===== src/rtl/rfsh_pkg.sv =====
package rfsh_pkg;
  localparam int unsigned SEL_W = 3;

  typedef enum logic [1:0] {
    REG_CTRL = 2'd0,
    REG_CNT  = 2'd1,
    REG_CMP  = 2'd2,
    REG_CLR  = 2'd3
  } reg_sel_e;

  typedef struct packed {
    logic             hold_we;
    logic             mode;
    logic             en;
    logic [SEL_W-1:0] cks;
  } ctrl_t;

  // low prescaler bits that must be all ones for select code c
  function automatic int unsigned tap_width(input int unsigned c);
    return (c < 7) ? (2 * c - 1) : 12;
  endfunction
endpackage


===== src/rtl/rfsh_prescaler.sv =====
module rfsh_prescaler
  import rfsh_pkg::*;
(
  input  logic             clk_i,
  input  logic             rst_ni,
  input  logic [SEL_W-1:0] sel_i,
  output logic             tick_o
);
  localparam int unsigned NSEL = 1 << SEL_W;
  localparam int unsigned PW   = tap_width(NSEL - 1);

  logic [PW-1:0]   presc_q;
  logic [NSEL-1:0] tap;

  always_ff @(posedge clk_i or negedge rst_ni) begin
    if (!rst_ni) presc_q <= '0;
    else         presc_q <= presc_q + 1'b1;
  end

  assign tap[0] = 1'b0;  // code 0 = stopped
  for (genvar c = 1; c < NSEL; c++) begin : g_tap
    localparam int unsigned K = tap_width(c);
    assign tap[c] = &presc_q[K-1:0];
  end

  assign tick_o = tap[sel_i];
endmodule


===== src/rtl/rfsh_counter.sv =====
module rfsh_counter #(
  parameter int unsigned CNT_W = 8
) (
  input  logic             clk_i,
  input  logic             rst_ni,
  input  logic             tick_i,
  input  logic             ld_cnt_i,
  input  logic             ld_cmp_i,
  input  logic [CNT_W-1:0] wdata_i,
  output logic [CNT_W-1:0] cnt_o,
  output logic             match_o
);
  logic [CNT_W-1:0] cnt_q, cmp_q;

  assign match_o = tick_i && (cnt_q == cmp_q);
  assign cnt_o   = cnt_q;

  always_ff @(posedge clk_i or negedge rst_ni) begin
    if (!rst_ni) begin
      cnt_q <= '0;
      cmp_q <= '1;
    end else begin
      if (ld_cmp_i) cmp_q <= wdata_i;
      if (ld_cnt_i)                cnt_q <= wdata_i;
      else if (ld_cmp_i || match_o) cnt_q <= '0;
      else if (tick_i)             cnt_q <= cnt_q + 1'b1;
    end
  end
endmodule


===== src/rtl/rfsh_req.sv =====
module rfsh_req (
  input  logic clk_i,
  input  logic rst_ni,
  input  logic match_i,
  input  logic active_i,
  input  logic ack_i,
  input  logic clr_i,
  output logic req_o,
  output logic ovf_o,
  output logic flag_o
);
  logic req_q, ovf_q, flag_q;
  logic new_req;

  assign new_req = match_i && active_i;

  always_ff @(posedge clk_i or negedge rst_ni) begin
    if (!rst_ni) begin
      req_q  <= 1'b0;
      ovf_q  <= 1'b0;
      flag_q <= 1'b0;
    end else begin
      req_q <= (req_q && !ack_i) || new_req;
      if (new_req && req_q && !ack_i) ovf_q <= 1'b1;
      else if (clr_i)                 ovf_q <= 1'b0;
      if (match_i)    flag_q <= 1'b1;
      else if (clr_i) flag_q <= 1'b0;
    end
  end

  assign req_o  = req_q;
  assign ovf_o  = ovf_q;
  assign flag_o = flag_q;
endmodule


===== src/rtl/refresh_timer.sv =====
module refresh_timer
  import rfsh_pkg::*;
#(
  parameter int unsigned CNT_W  = 8,
  parameter int unsigned ADDR_W = 2
) (
  input  logic              clk_i,
  input  logic              rst_ni,
  input  logic              wr_en_i,
  input  logic [ADDR_W-1:0] wr_addr_i,
  input  logic [CNT_W-1:0]  wr_data_i,
  input  logic              rfsh_ack_i,
  output logic              rfsh_req_o,
  output logic [CNT_W-1:0]  cnt_o,
  output logic              flag_o,
  output logic              ovf_o,
  output logic              hold_we_o
);
  localparam int unsigned CTRL_W = $bits(ctrl_t);

  ctrl_t            ctrl_q;
  logic [SEL_W-1:0] cks_w;
  logic             en_w, mode_w;
  logic             wr_ctrl, wr_cnt, wr_cmp, clr_ok;
  logic             tick, match;
  logic             unused_hi;

  assign wr_ctrl = wr_en_i && (wr_addr_i == ADDR_W'(REG_CTRL));
  assign wr_cnt  = wr_en_i && (wr_addr_i == ADDR_W'(REG_CNT));
  assign wr_cmp  = wr_en_i && (wr_addr_i == ADDR_W'(REG_CMP));
  // clear refused while refresh is enabled
  assign clr_ok  = wr_en_i && (wr_addr_i == ADDR_W'(REG_CLR)) && wr_data_i[0] && !ctrl_q.en;

  assign unused_hi = ^wr_data_i[CNT_W-1:CTRL_W];

  always_ff @(posedge clk_i or negedge rst_ni) begin
    if (!rst_ni)      ctrl_q <= '0;
    else if (wr_ctrl) ctrl_q <= ctrl_t'(wr_data_i[CTRL_W-1:0]);
  end

  assign cks_w  = ctrl_q.cks;
  assign en_w   = ctrl_q.en;
  assign mode_w = ctrl_q.mode;

  rfsh_prescaler u_presc (
    .clk_i  (clk_i),
    .rst_ni (rst_ni),
    .sel_i  (cks_w),
    .tick_o (tick)
  );

  rfsh_counter #(.CNT_W(CNT_W)) u_cnt (
    .clk_i    (clk_i),
    .rst_ni   (rst_ni),
    .tick_i   (tick),
    .ld_cnt_i (wr_cnt),
    .ld_cmp_i (wr_cmp),
    .wdata_i  (wr_data_i),
    .cnt_o    (cnt_o),
    .match_o  (match)
  );

  rfsh_req u_req (
    .clk_i    (clk_i),
    .rst_ni   (rst_ni),
    .match_i  (match),
    .active_i (en_w && !mode_w),
    .ack_i    (rfsh_ack_i),
    .clr_i    (clr_ok),
    .req_o    (rfsh_req_o),
    .ovf_o    (ovf_o),
    .flag_o   (flag_o)
  );

  assign hold_we_o = ctrl_q.hold_we;
endmodule


===== config.mk =====
export PLATFORM = sky130hd
export DESIGN_NAME = refresh_timer
export DESIGN_NICKNAME = d
export VERILOG_FILES = /design/src/rtl/rfsh_pkg.sv /design/src/rtl/rfsh_prescaler.sv /design/src/rtl/rfsh_counter.sv /design/src/rtl/rfsh_req.sv /design/src/rtl/refresh_timer.sv
export SDC_FILE = /design/constraint.sdc
export NUM_CORES = 1
export LEC_CHECK = 0
export ABC_AREA = 1
export BUFFER_PORTS_ARGS = -buffer_cell sky130_fd_sc_hd__buf_2
export CAP_MARGIN = 20
export CORE_ASPECT_RATIO = 0.8
export CORE_MARGIN = 3
export CORE_UTILIZATION = 40
export DETAILED_ROUTE_END_ITERATION = 8
export PLACE_DENSITY = 0.71
export SLEW_MARGIN = 25
export SYNTH_ARGS = -nofsm -noshare
export SYNTH_HDL_FRONTEND = slang
export SYNTH_SLANG_ARGS = --single-unit

===== constraint.sdc =====
create_clock -name clk_i -period 2.3 [get_ports clk_i]
set_input_delay 0.345 -clock clk_i [delete_from_list [all_inputs] [get_ports clk_i]]
set_output_delay 0.345 -clock clk_i [all_outputs]
set_load 0.02 [all_outputs]

==> results of run 1 <==
per-stage QoR:
stage                     worst slack, ns  instance area (µm²)  std cells
final                              0.2307                 2360        315
after global routing             0.004542                 2360        315
after CTS                          0.2042                 2360        315
after detailed placement           0.2113                 2258        307
after global placement             0.3450                 2258        307
after floorplan                    0.4487                 2090        226
state kept, by name, indices dropped and copies added, names as in the netlist:
| name | flops |
|---|---|
| cks_w | 3 |
| en_w | 1 |
| hold_we_o | 1 |
| mode_w | 1 |
| u_cnt.cmp_q | 8 |
| u_cnt.cnt_o | 8 |
| u_presc.presc_q | 12 |
| u_req.flag_o | 1 |
| u_req.ovf_o | 1 |
| u_req.req_o | 1 |
routing by layer:
layer | up-vias | global-route usage, % | wire length [µm]
met5 | - | 0 | 0
met4 | 0 | 5.709 | 76
met3 | 7 | 3.609 | 191
met2 | 29 | 20.30 | 1663
met1 | 689 | 22.51 | 2139
li1 | 780 | - | -
how the worst max path moves through the flow:
stage / to / slack (ns) / cells past startpoint
finish: u_cnt.cnt_o[0] / 0.23 / 13
global route: u_cnt.cnt_o[0] / 0.005 / 13
CTS: u_cnt.cnt_o[0] / 0.20 / 13
detailed placement: u_cnt.cnt_o[0] / 0.21 / 13
global placement: u_cnt.cnt_o[0] / 0.35 / 13
floorplan: u_cnt.cnt_o[0] / 0.45 / 13
Yosys cell counts:
cell type	n
nor3_2	1
nand3b_1	1
inv_2	4
o21bai_4	1
o21ai_0	15
o21ai_1	2
dfrtp_1	29
xnor2_1	5
xor2_1	15
clkbuf_2	1
nor2_1	23
nand3_1	17
nor2_4	1
inv_1	25
dfstp_2	8
nand2_1	28
buf_6	2
nor3_1	2
clkbuf_1	1
nand2_8	2
nor2_8	1
a21oi_1	8
a21oi_2	10
ha_1	5
nand3_4	2
nor2_2	9
nand2_2	3
nand3_2	2
nor3_4	2
nand4_1	1
logic make-up after synthesis:
family	Yosys count	share of synthesized area (%)
AO/OA/AOI/OAI	36	11.08
buffers and inverters	33	6.706
AND/OR/NAND/NOR	95	26.05
flip-flops	37	44.79
adder cells (fa/ha/maj)	5	2.994
XOR/XNOR	20	8.383
cell type report:
type                       count  area [µm²]  share of cell area (%)
multi-input combinational    156        1013                   42.95
inverter                      29       108.9                   4.613
sequential                    37       935.9                   39.66
tap                           60       75.07                   3.181
timing repair buffer          25       125.1                   5.302
clock buffer                   7       96.34                   4.083
clock inverter                 1       5.005                  0.2121
power breakdown:
part | switching, µW | internal (µW)
clock | 238 | 271
sequential | 178 | 782
combinational | 471 | 339
total | 887 | 1390
worst reg2reg max path, stage by stage, from the launching register on:
cell and delay (ns):
dfrtp_1 0.41, ha_1 0.21, inv_1 0.08, nor2_4 0.12, nand3_2 0.08, nor2_1 0.15, ha_1 0.17, nor2_1 0.04
nor2_1 0.10, nand2_2 0.08, nand3_4 0.12, nand2_8 0.10, a21oi_1 0.22, a21oi_2 0.08
==> metrics.md, run 1 <==
| Metric | Value |
|---|---|
| DR WL/cell | `12.92 µm` |
| Synthesized flop and latch total | `37` |
| Syn Inst Count | `226` |
| Unrepaired setup endpoints after global routing | `no` |
| Largest net degree at the start of global routing | `38` |
| Worst-path clk slew | `~0.08 ns` |
| Crit. Startpoint | `u_presc.presc_q[0]` |
| GPL Wtd Cong | `between 0.8 and 0.9` |
| Crit-path slowest cell | `dfrtp_1` |
| Crit path cell chain | `ha_1 > inv_1 > nor2_4 > nand3_2 > nor2_1 > ha_1 > nor2_1 > nor2_1 > nand2_2 > nand3_4 > nand2_8 > a21oi_1 > a21oi_2` |
| Worst Hold Class | `in -> async` |
| Row cnt | `22` |
| Setup Buffers After CTS | `0` |
| Worst EP arrival | `between 2 and 2.5 ns` |
| Fill count | `approximately 450` |
| Total power draw | `2278 µW` |
| Hold Vio Cnt, Final | `0` |
| First-pass GRT wire length | `around 7000 µm` |
| Critical path type | `reg -> reg` |
| CTS tree | `done` |
| Drt first pass iters | `4` |
| Routed vias/inst | `4.778` |
| Final core utilization | `48.99%` |
| Setup TNS | `0 ns` |
| Syn. warnings | `0` |
| Run status | `complete, no violations` |
| PortBufs | `25` |
| Max-Cap Viols | `0` |
| Static Leak | `0.001105 µW` |
| Setup violations, final | `0` |
| Post-Syn Area | `about 2100 µm²` |
| Root Buffer | `clkbuf_8` |
| R2R Path Start | `u_presc.presc_q[0]` |
| Most frequent CP cell | `nor2_1` |
| Unique cell type count in the Yosys netlist | `30` |
| Hold-fix buffers at CTS | `0` |
| CP Max Fanout | `9` |
| Setup crit end kind | `register` |
| Period utilization | `89.97%` |
| Initial antenna violation count | `0` |
| Area growth syn-to-layout | `12.93%` |
| Nets | `273` |
| Most frequent cells in the layout | `dfrtp_1, nand2_1, inv_1, buf_2, nor2_1` |
| Antenna diode count | `0` |
| Vias in the first global route | `roughly 1500` |
| Cell family with the largest share of critical-path delay | `simple AND/OR/NAND/NOR gates` |
| Register area share after synthesis | `44.79%` |
| Core area | `4817 µm²` |
| Worst path max stage delay | `0.41 ns` |
| Overall routing resource usage | `14.89%` |
| Syn Nets | `245` |
| Routed Antenna Nets | `0` |
| Grt ovf | `0` |
| Starting density of the core | `43.38%` |
| R2R cell count | `13` |
| Synth Area per Inst | `between 9 and 10 µm²` |
| Routed WL | `4069 µm` |
| RR Endpoint | `u_cnt.cnt_o[0]` |
| Drt drc | `0` |
| Number of I/O pins | `26` |
| FMAX | `483.3 MHz` |
| Hold_ws | `0.1294 ns` |
| Synth area leader | `dfrtp_1` |
| Clk sinks | `37` |
| Gates resized, CTS repair | `0` |
| Clock Path Buffers | `2` |
| Power density cells | `965.5 nW/µm²` |
| Die area | `6132 µm²` |
| Worst-Margin Slew | `just over 0.8 ns` |
| CP required | `~2.5 ns` |
| H-tree Lvls | `2` |
| Final slew viol count | `0` |
| Skew final | `0.006062 ns` |
| Clock Latency Late Sink | `0.30 ns` |
| Detailed Place HPWL | `2989 µm` |
| Total number of vias | `1505` |
| Die H | `70.65 µm` |
| Inserted Clock Buffers | `5` |
| Top cells by area, synth | `dfrtp_1, dfstp_2, xor2_1` |
| Final Critical Period | `2.069 ns` |
| CP startpoint kind | `register` |
| Most common cell after layout, fill and taps aside | `dfrtp_1` |
| Drt first-iter violations | `86` |
| Peak supply drop | `453.9 µV` |
| Post-synth top area share | `34.73%` |
| WP buf/inv | `1` |
| Rel. slew slack | `45.57%` |
| Flop-to-flop setup slack | `0.23 ns` |
| Die Width | `86.81 µm` |
| Layout cell share with drive strength beyond 1 | `a little under a third` |
Power figures use the tool's default switching activity.
==> run 2, diff against run 1 <==
CELL_PAD_IN_SITES_DETAIL_PLACEMENT = 0   (was not set)
CELL_PAD_IN_SITES_GLOBAL_PLACEMENT = 2   (was not set)
CORE_UTILIZATION = 36   (was 40)
PLACE_DENSITY = 0.91   (was 0.71)
==> metrics.md, run 2 (synthesized netlist as in run 1, its figures left out) <==
| Metric | Value |
|---|---|
| Run status | `complete, no violations` |
| Clock Path Buffers | `2 (unchanged)` |
| Unrepaired setup endpoints after global routing | `no` |
| Antenna diode count | `0 (unchanged)` |
| Most flop-heavy register | `u_presc.presc_q` |
| Max-Cap Viols | `0 (unchanged)` |
| Static Leak | `0.001110 µW (+0.42%)` |
| Worst EP arrival | `2.24 ns (-0.02 ns)` |
| Final core utilization | `43.46% (-5.5 points)` |
| Worst Hold Class | `in -> async` |
| CP Max Fanout | `10 (+1)` |
| Crit. Startpoint | `u_presc.presc_q[0]` |
| Drt first-iter violations | `60 (-30%)` |
| Placement Setup Slack | `0.2230 ns (+0.01165 ns)` |
| Routed WL | `4112 µm (+1.1%)` |
| Core area | `5525 µm² (+15%)` |
| Hold Vio Cnt, Final | `0 (unchanged)` |
| Nets | `273 (unchanged)` |
| CTS tree | `done` |
| Max reg flops | `12 (unchanged)` |
| Setup TNS | `0 ns (unchanged)` |
| Period utilization | `89.63% (-0.34 points)` |
| Drt drc | `0 (unchanged)` |
| Inserted Clock Buffers | `5 (unchanged)` |
| GRT busiest layer | `met1` |
| Area growth syn-to-layout | `14.91%` |
| Die Width | `91.18 µm (+5.0%)` |
| FMAX | `485.1 MHz (+0.38%)` |
| Total number of vias | `1504 (-0.066%)` |
| Setup violations, final | `0 (unchanged)` |
| Peak supply drop | `291.9 µV (-36%)` |
| Setup Buffers After CTS | `0 (unchanged)` |
| Skew final | `0.01167 ns (+0.005606 ns)` |
| Critical path type | `reg -> reg` |
| Routed vias/inst | `4.517 (-5.5%)` |
| Grt met1 use | `20.45% (-2.1 points)` |
| R2R Path Start | `u_presc.presc_q[0]` |
| First-pass GRT wire length | `7079 µm (+1.2%)` |
| RR Endpoint | `u_cnt.cnt_o[5]` |
| Post-DP Area | `2281 µm² (+1.0%)` |
| Final worst setup slack | `0.2385 ns (+0.007818 ns)` |
| Hold-fix buffers at CTS | `0 (unchanged)` |
| Die area | `6760 µm² (+10%)` |
| Number of I/O pins | `26 (unchanged)` |
| Rel. slew slack | `45.25% (-0.33 points)` |
| Met3 GRT Util | `2.730% (-0.88 points)` |
| H-tree Lvls | `2 (unchanged)` |
| Row cnt | `24 (+9.1%)` |
| Overall routing resource usage | `13.48% (-1.4 points)` |
| Clock Latency Late Sink | `0.30 ns (about the same)` |
| Routed Antenna Nets | `0 (unchanged)` |
| Initial antenna violation count | `0 (unchanged)` |
| Vias in the first global route | `1405 (-3.2%)` |
| CP required | `2.48 ns (about the same)` |
| Final Critical Period | `2.061 ns (-0.007818 ns)` |
| CP endpoint | `u_cnt.cnt_o[5]` |
| Met2 Use GR | `18.35% (-2.0 points)` |
| PortBufs | `25 (unchanged)` |
| Flop-to-flop setup slack | `0.24 ns (about the same)` |
| Root Buffer | `clkbuf_8` |
| Setup crit end kind | `register` |
| R2R cell count | `13 (unchanged)` |
| Post-route cell area | `2401 µm² (+1.7%)` |
| Grt ovf | `0 (unchanged)` |
| DR WL/cell | `12.35 µm (-4.4%)` |
| Largest net degree at the start of global routing | `38 (unchanged)` |
| Worst-path clk slew | `0.08 ns (about the same)` |
| Drt first pass iters | `4 (unchanged)` |
| Layout cell share with drive strength beyond 1 | `30.98% (unchanged)` |
| Final slew viol count | `0 (unchanged)` |
| Clk sinks | `37 (unchanged)` |
| Starting density of the core | `37.82% (-5.6 points)` |
| Most common cell after layout, fill and taps aside | `dfrtp_1` |
| GPL Wtd Cong | `0.7871 (-3.6%)` |
| Die H | `74.14 µm (+4.9%)` |
| Power density cells | `978.0 nW/µm² (+1.3%)` |
| Detailed Place HPWL | `3039 µm (+1.7%)` |
| Worst-Margin Slew | `0.8213 ns (+0.004880 ns)` |
| Most frequent cells in the layout | `dfrtp_1, nand2_1, inv_1, buf_2, nor2_1` |
| CP startpoint kind | `register` |
==> run 2: cell type report <==
type                            instances  area, µm²
Clock inverter                          1      30.03
Tap cell                               78      97.59
Inverter                               29      108.9
Fill cell                             589       3124
Clock buffer                            7      86.33
Sequential cell                        37      935.9
Multi-Input combinational cell        156       1017
Timing Repair Buffer                   25      125.1
==> run 2: per-stage QoR <==
step	instances	total power [µW]	hold slack (ns)
after floorplan	226	1576	0.04941
after global placement	325	1779	0.4604
after detailed placement	325	1783	0.4557
after CTS	333	2382	0.1750
after global routing	333	2520	0.2084
final	333	2348	0.1401
==> run 2: routing by layer <==
layer,routed length (µm),part of all wire [%]
met1,2311,56
met2,1614,39
met3,103,2.5
met5,0,0
met4,82,2.0
==> run 2: timing repair <==
item / in CTS / in global routing
gates resized for setup: 0 / 1
endpoints found under the hold margin: 0 / 0
endpoints found under the setup margin: 0 / 1
==> run 2: how the worst min path moves through the flow <==
stage | from | to | slack (ns) | cells past startpoint
2_1_floorplan | rst_ni | cks_w[0] | 0.05 | 0
4_1_cts | rst_ni | u_cnt.cnt_o[3] | 0.18 | 1
5_1_grt | rst_ni | u_cnt.cnt_o[3] | 0.21 | 1
3_5_place_dp | u_presc.presc_q[11] | u_presc.presc_q[11] | 0.46 | 1
3_3_place_gp | u_presc.presc_q[9] | u_presc.presc_q[9] | 0.46 | 1
6_report | rst_ni | u_cnt.cnt_o[3] | 0.14 | 1
==> run 2: worst max-delay path, cell delays in order (launching register included) <==
cell and delay (ns):
dfrtp_1 0.42, ha_1 0.23, inv_1 0.08, nor2_4 0.13
nand3_2 0.08, nor2_1 0.14, ha_1 0.16, nor2_1 0.04
nor2_1 0.11, nand2_2 0.08, nand3_4 0.12, nand3_4 0.15
nand3_1 0.14, a21oi_2 0.06
==> run 2: report_power, final <==
part           internal [µW]  leakage, µW  total (µW)  switching (µW)
sequential               782     0.000444         958             176
combinational            339     0.000608         804             465
clock                    354    0.0000585         586             232
==> run 3, diff against run 2 <==
CTS_BUF_LIST = sky130_fd_sc_hd__clkbuf_16   (was not set)
==> metrics.md, run 3 (synthesized netlist as in run 1, its figures left out) <==
| Metric | Value |
|---|---|
| Met3 GRT Util | `2.730% (unchanged)` |
| Worst-Margin Slew | `0.8260 ns (+0.004709 ns)` |
| PortBufs | `25 (unchanged)` |
| Inserted Clock Buffers | `5 (unchanged)` |
| Initial antenna violation count | `0 (unchanged)` |
| Skew final | `0.008601 ns (-0.003067 ns)` |
| Rel. slew slack | `44.93% (-0.31 points)` |
| Hold-fix buffers at CTS | `0 (unchanged)` |
| First-pass GRT wire length | `7113 µm (+0.48%)` |
| CP startpoint kind | `register` |
| Worst-path clk slew | `0.06 ns (-0.02 ns)` |
| Static Leak | `0.001134 µW (+2.2%)` |
| Routed Antenna Nets | `0 (unchanged)` |
| GPL Wtd Cong | `0.7871 (unchanged)` |
| Layout cell share with drive strength beyond 1 | `30.59% (-0.39 points)` |
| Net Sw Power | `898.8 µW (+2.9%)` |
| Comb power frac | `32.0% (-2.2 points)` |
| CTS tree | `done` |
| Die Width | `91.18 µm (unchanged)` |
| Post-DP Area | `2281 µm² (unchanged)` |
| Gates resized, CTS repair | `0 (unchanged)` |
| Routed WL | `4172 µm (+1.5%)` |
| Post-route cell area | `2447 µm² (+1.9%)` |
| Number of I/O pins | `26 (unchanged)` |
| Period utilization | `89.75% (+0.12 points)` |
| Root Buffer | `clkbuf_16` |
| Die area | `6760 µm² (unchanged)` |
| Total number of vias | `1501 (-0.20%)` |
| Detailed Place HPWL | `3039 µm (unchanged)` |
| Vias in the first global route | `1414 (+0.64%)` |
| Die H | `74.14 µm (unchanged)` |
| Most frequent cells in the layout | `dfrtp_1, nand2_1, inv_1` |
| Worst Hold Class | `in -> async` |
| DR WL/cell | `12.53 µm (+1.5%)` |
| Final slew viol count | `0 (unchanged)` |
| Clock share of power | `29.9% (+4.9 points)` |
| Hold Vio Cnt, Final | `0 (unchanged)` |
| Nets | `273 (unchanged)` |
| Power Internal | `1625 µW (+10%)` |
| Antenna diode count | `0 (unchanged)` |
| Setup violations, final | `0 (unchanged)` |
| Reg area | `935.9 µm² (unchanged)` |
| Multi-input gate area | `1017 µm² (unchanged)` |
| Setup Buffers After CTS | `0 (unchanged)` |
| Clk sinks | `37 (unchanged)` |
| Grt ovf | `0 (unchanged)` |
| Switching Fraction | `35.61% (-1.6 points)` |
| Max reg flops | `12 (unchanged)` |
| Overall routing resource usage | `13.41% (-0.069 points)` |
| Largest net degree at the start of global routing | `38 (unchanged)` |
| Worst EP arrival | `2.23 ns (about the same)` |
| GRT busiest layer | `met1` |
| Drt first pass iters | `4 (unchanged)` |
| Power density cells | `1031 nW/µm² (+5.5%)` |
| Clock Latency Late Sink | `0.28 ns (-0.02 ns)` |
| Unrepaired setup endpoints after global routing | `no` |
| Core area | `5525 µm² (unchanged)` |
| Setup TNS | `0 ns (unchanged)` |
| Flop-to-flop setup slack | `0.24 ns (about the same)` |
| Peak supply drop | `350.4 µV (+20%)` |
| Final Critical Period | `2.064 ns (+0.002671 ns)` |
| Drt first-iter violations | `65 (+8.3%)` |
| Drt drc | `0 (unchanged)` |
| Starting density of the core | `37.82% (unchanged)` |
| Fill count | `583 (-1.0%)` |
| Area growth syn-to-layout | `17.13%` |
| Most common cell after layout, fill and taps aside | `dfrtp_1` |
| Row cnt | `24 (unchanged)` |
| Setup crit end kind | `register` |
| CP required | `2.46 ns (-0.02 ns)` |
| H-tree Lvls | `2 (unchanged)` |
| CP Max Fanout | `10 (unchanged)` |
| Routed vias/inst | `4.508 (-0.20%)` |
| Reg power frac | `38.1% (-2.7 points)` |
| Most flop-heavy register | `u_presc.presc_q` |
| Max-Cap Viols | `0 (unchanged)` |
| Clock Path Buffers | `2 (unchanged)` |
| Met2 Use GR | `18.76% (+0.41 points)` |
| FMAX | `484.5 MHz (-0.13%)` |
| Grt met1 use | `20.69% (+0.24 points)` |
| Critical path type | `reg -> reg` |
| Run status | `complete, no violations` |
==> run 3: cell types whose count changed in the layout (fill, tap and decap cells not counted) <==
cell       previous run  this run
inv_1                25        26
clkbuf_16             0         5
clkbuf_1              1         0
clkbuf_8              6         0
clkinv_1              0         1
==> run 3: final timing paths <==
check                      cells after the start             endpoint                start
max in group asynchronous                      1   u_presc.presc_q[0]               rst_ni
min reg2reg                                    1  u_presc.presc_q[11]  u_presc.presc_q[11]
min in group clk_i                             2          u_req.req_o           rfsh_ack_i
max reg2reg                                   13       u_cnt.cnt_o[5]   u_presc.presc_q[0]
min                                            1       u_cnt.cnt_o[3]               rst_ni
max                                           13       u_cnt.cnt_o[5]   u_presc.presc_q[0]
==> run 3: layout make-up <==
cell class | count | area share [%]
Clock buffer | 5 | 5.112
Clock inverter | 3 | 1.534
Inverter | 29 | 4.448
Multi-Input combinational cell | 156 | 41.56
Sequential cell | 37 | 38.24
Tap cell | 78 | 3.988
Timing Repair Buffer | 25 | 5.112
==> run 3: power groups by stage <==
stage / Clock (µW) / Sequential, µW / Combinational, µW
2_1_floorplan: 0 / 1020 / 555
3_3_place_gp: 0 / 974 / 805
3_5_place_dp: 0 / 972 / 812
4_1_cts: 773 / 961 / 819
5_1_grt: 802 / 985 / 910
6_report: 755 / 962 / 807
==> run 3: metal layers <==
metal  wire (µm)  up-vias
met5           0        -
met4          38        0
met3          98        4
met2        1672       21
met1        2363      698
li1            -      778
==> run 3: critical path, cell delays in order, from the launching register on <==
cell and delay [ns]:
dfrtp_1 0.41, ha_1 0.23, inv_1 0.08, nor2_4 0.13
nand3_2 0.08, nor2_1 0.14, ha_1 0.16, nor2_1 0.04
nor2_1 0.11, nand2_2 0.08, nand3_4 0.12, nand3_4 0.16
nand3_1 0.14, a21oi_2 0.06
==> run 3: stage by stage <==
stage | setup slack, ns | utilization, % | std cells | hold WS (ns) | total power (µW)
after floorplan | 0.4487 | - | 226 | 0.04941 | 1576
after global placement | 0.3336 | 41.28 | 325 | 0.4604 | 1779
after detailed placement | 0.2230 | 41.28 | 325 | 0.4557 | 1783
after CTS | 0.2097 | 44.23 | 333 | 0.2030 | 2553
after global routing | 0.006996 | 44.29 | 333 | 0.2359 | 2697
final | 0.2358 | 44.29 | 333 | 0.1634 | 2524
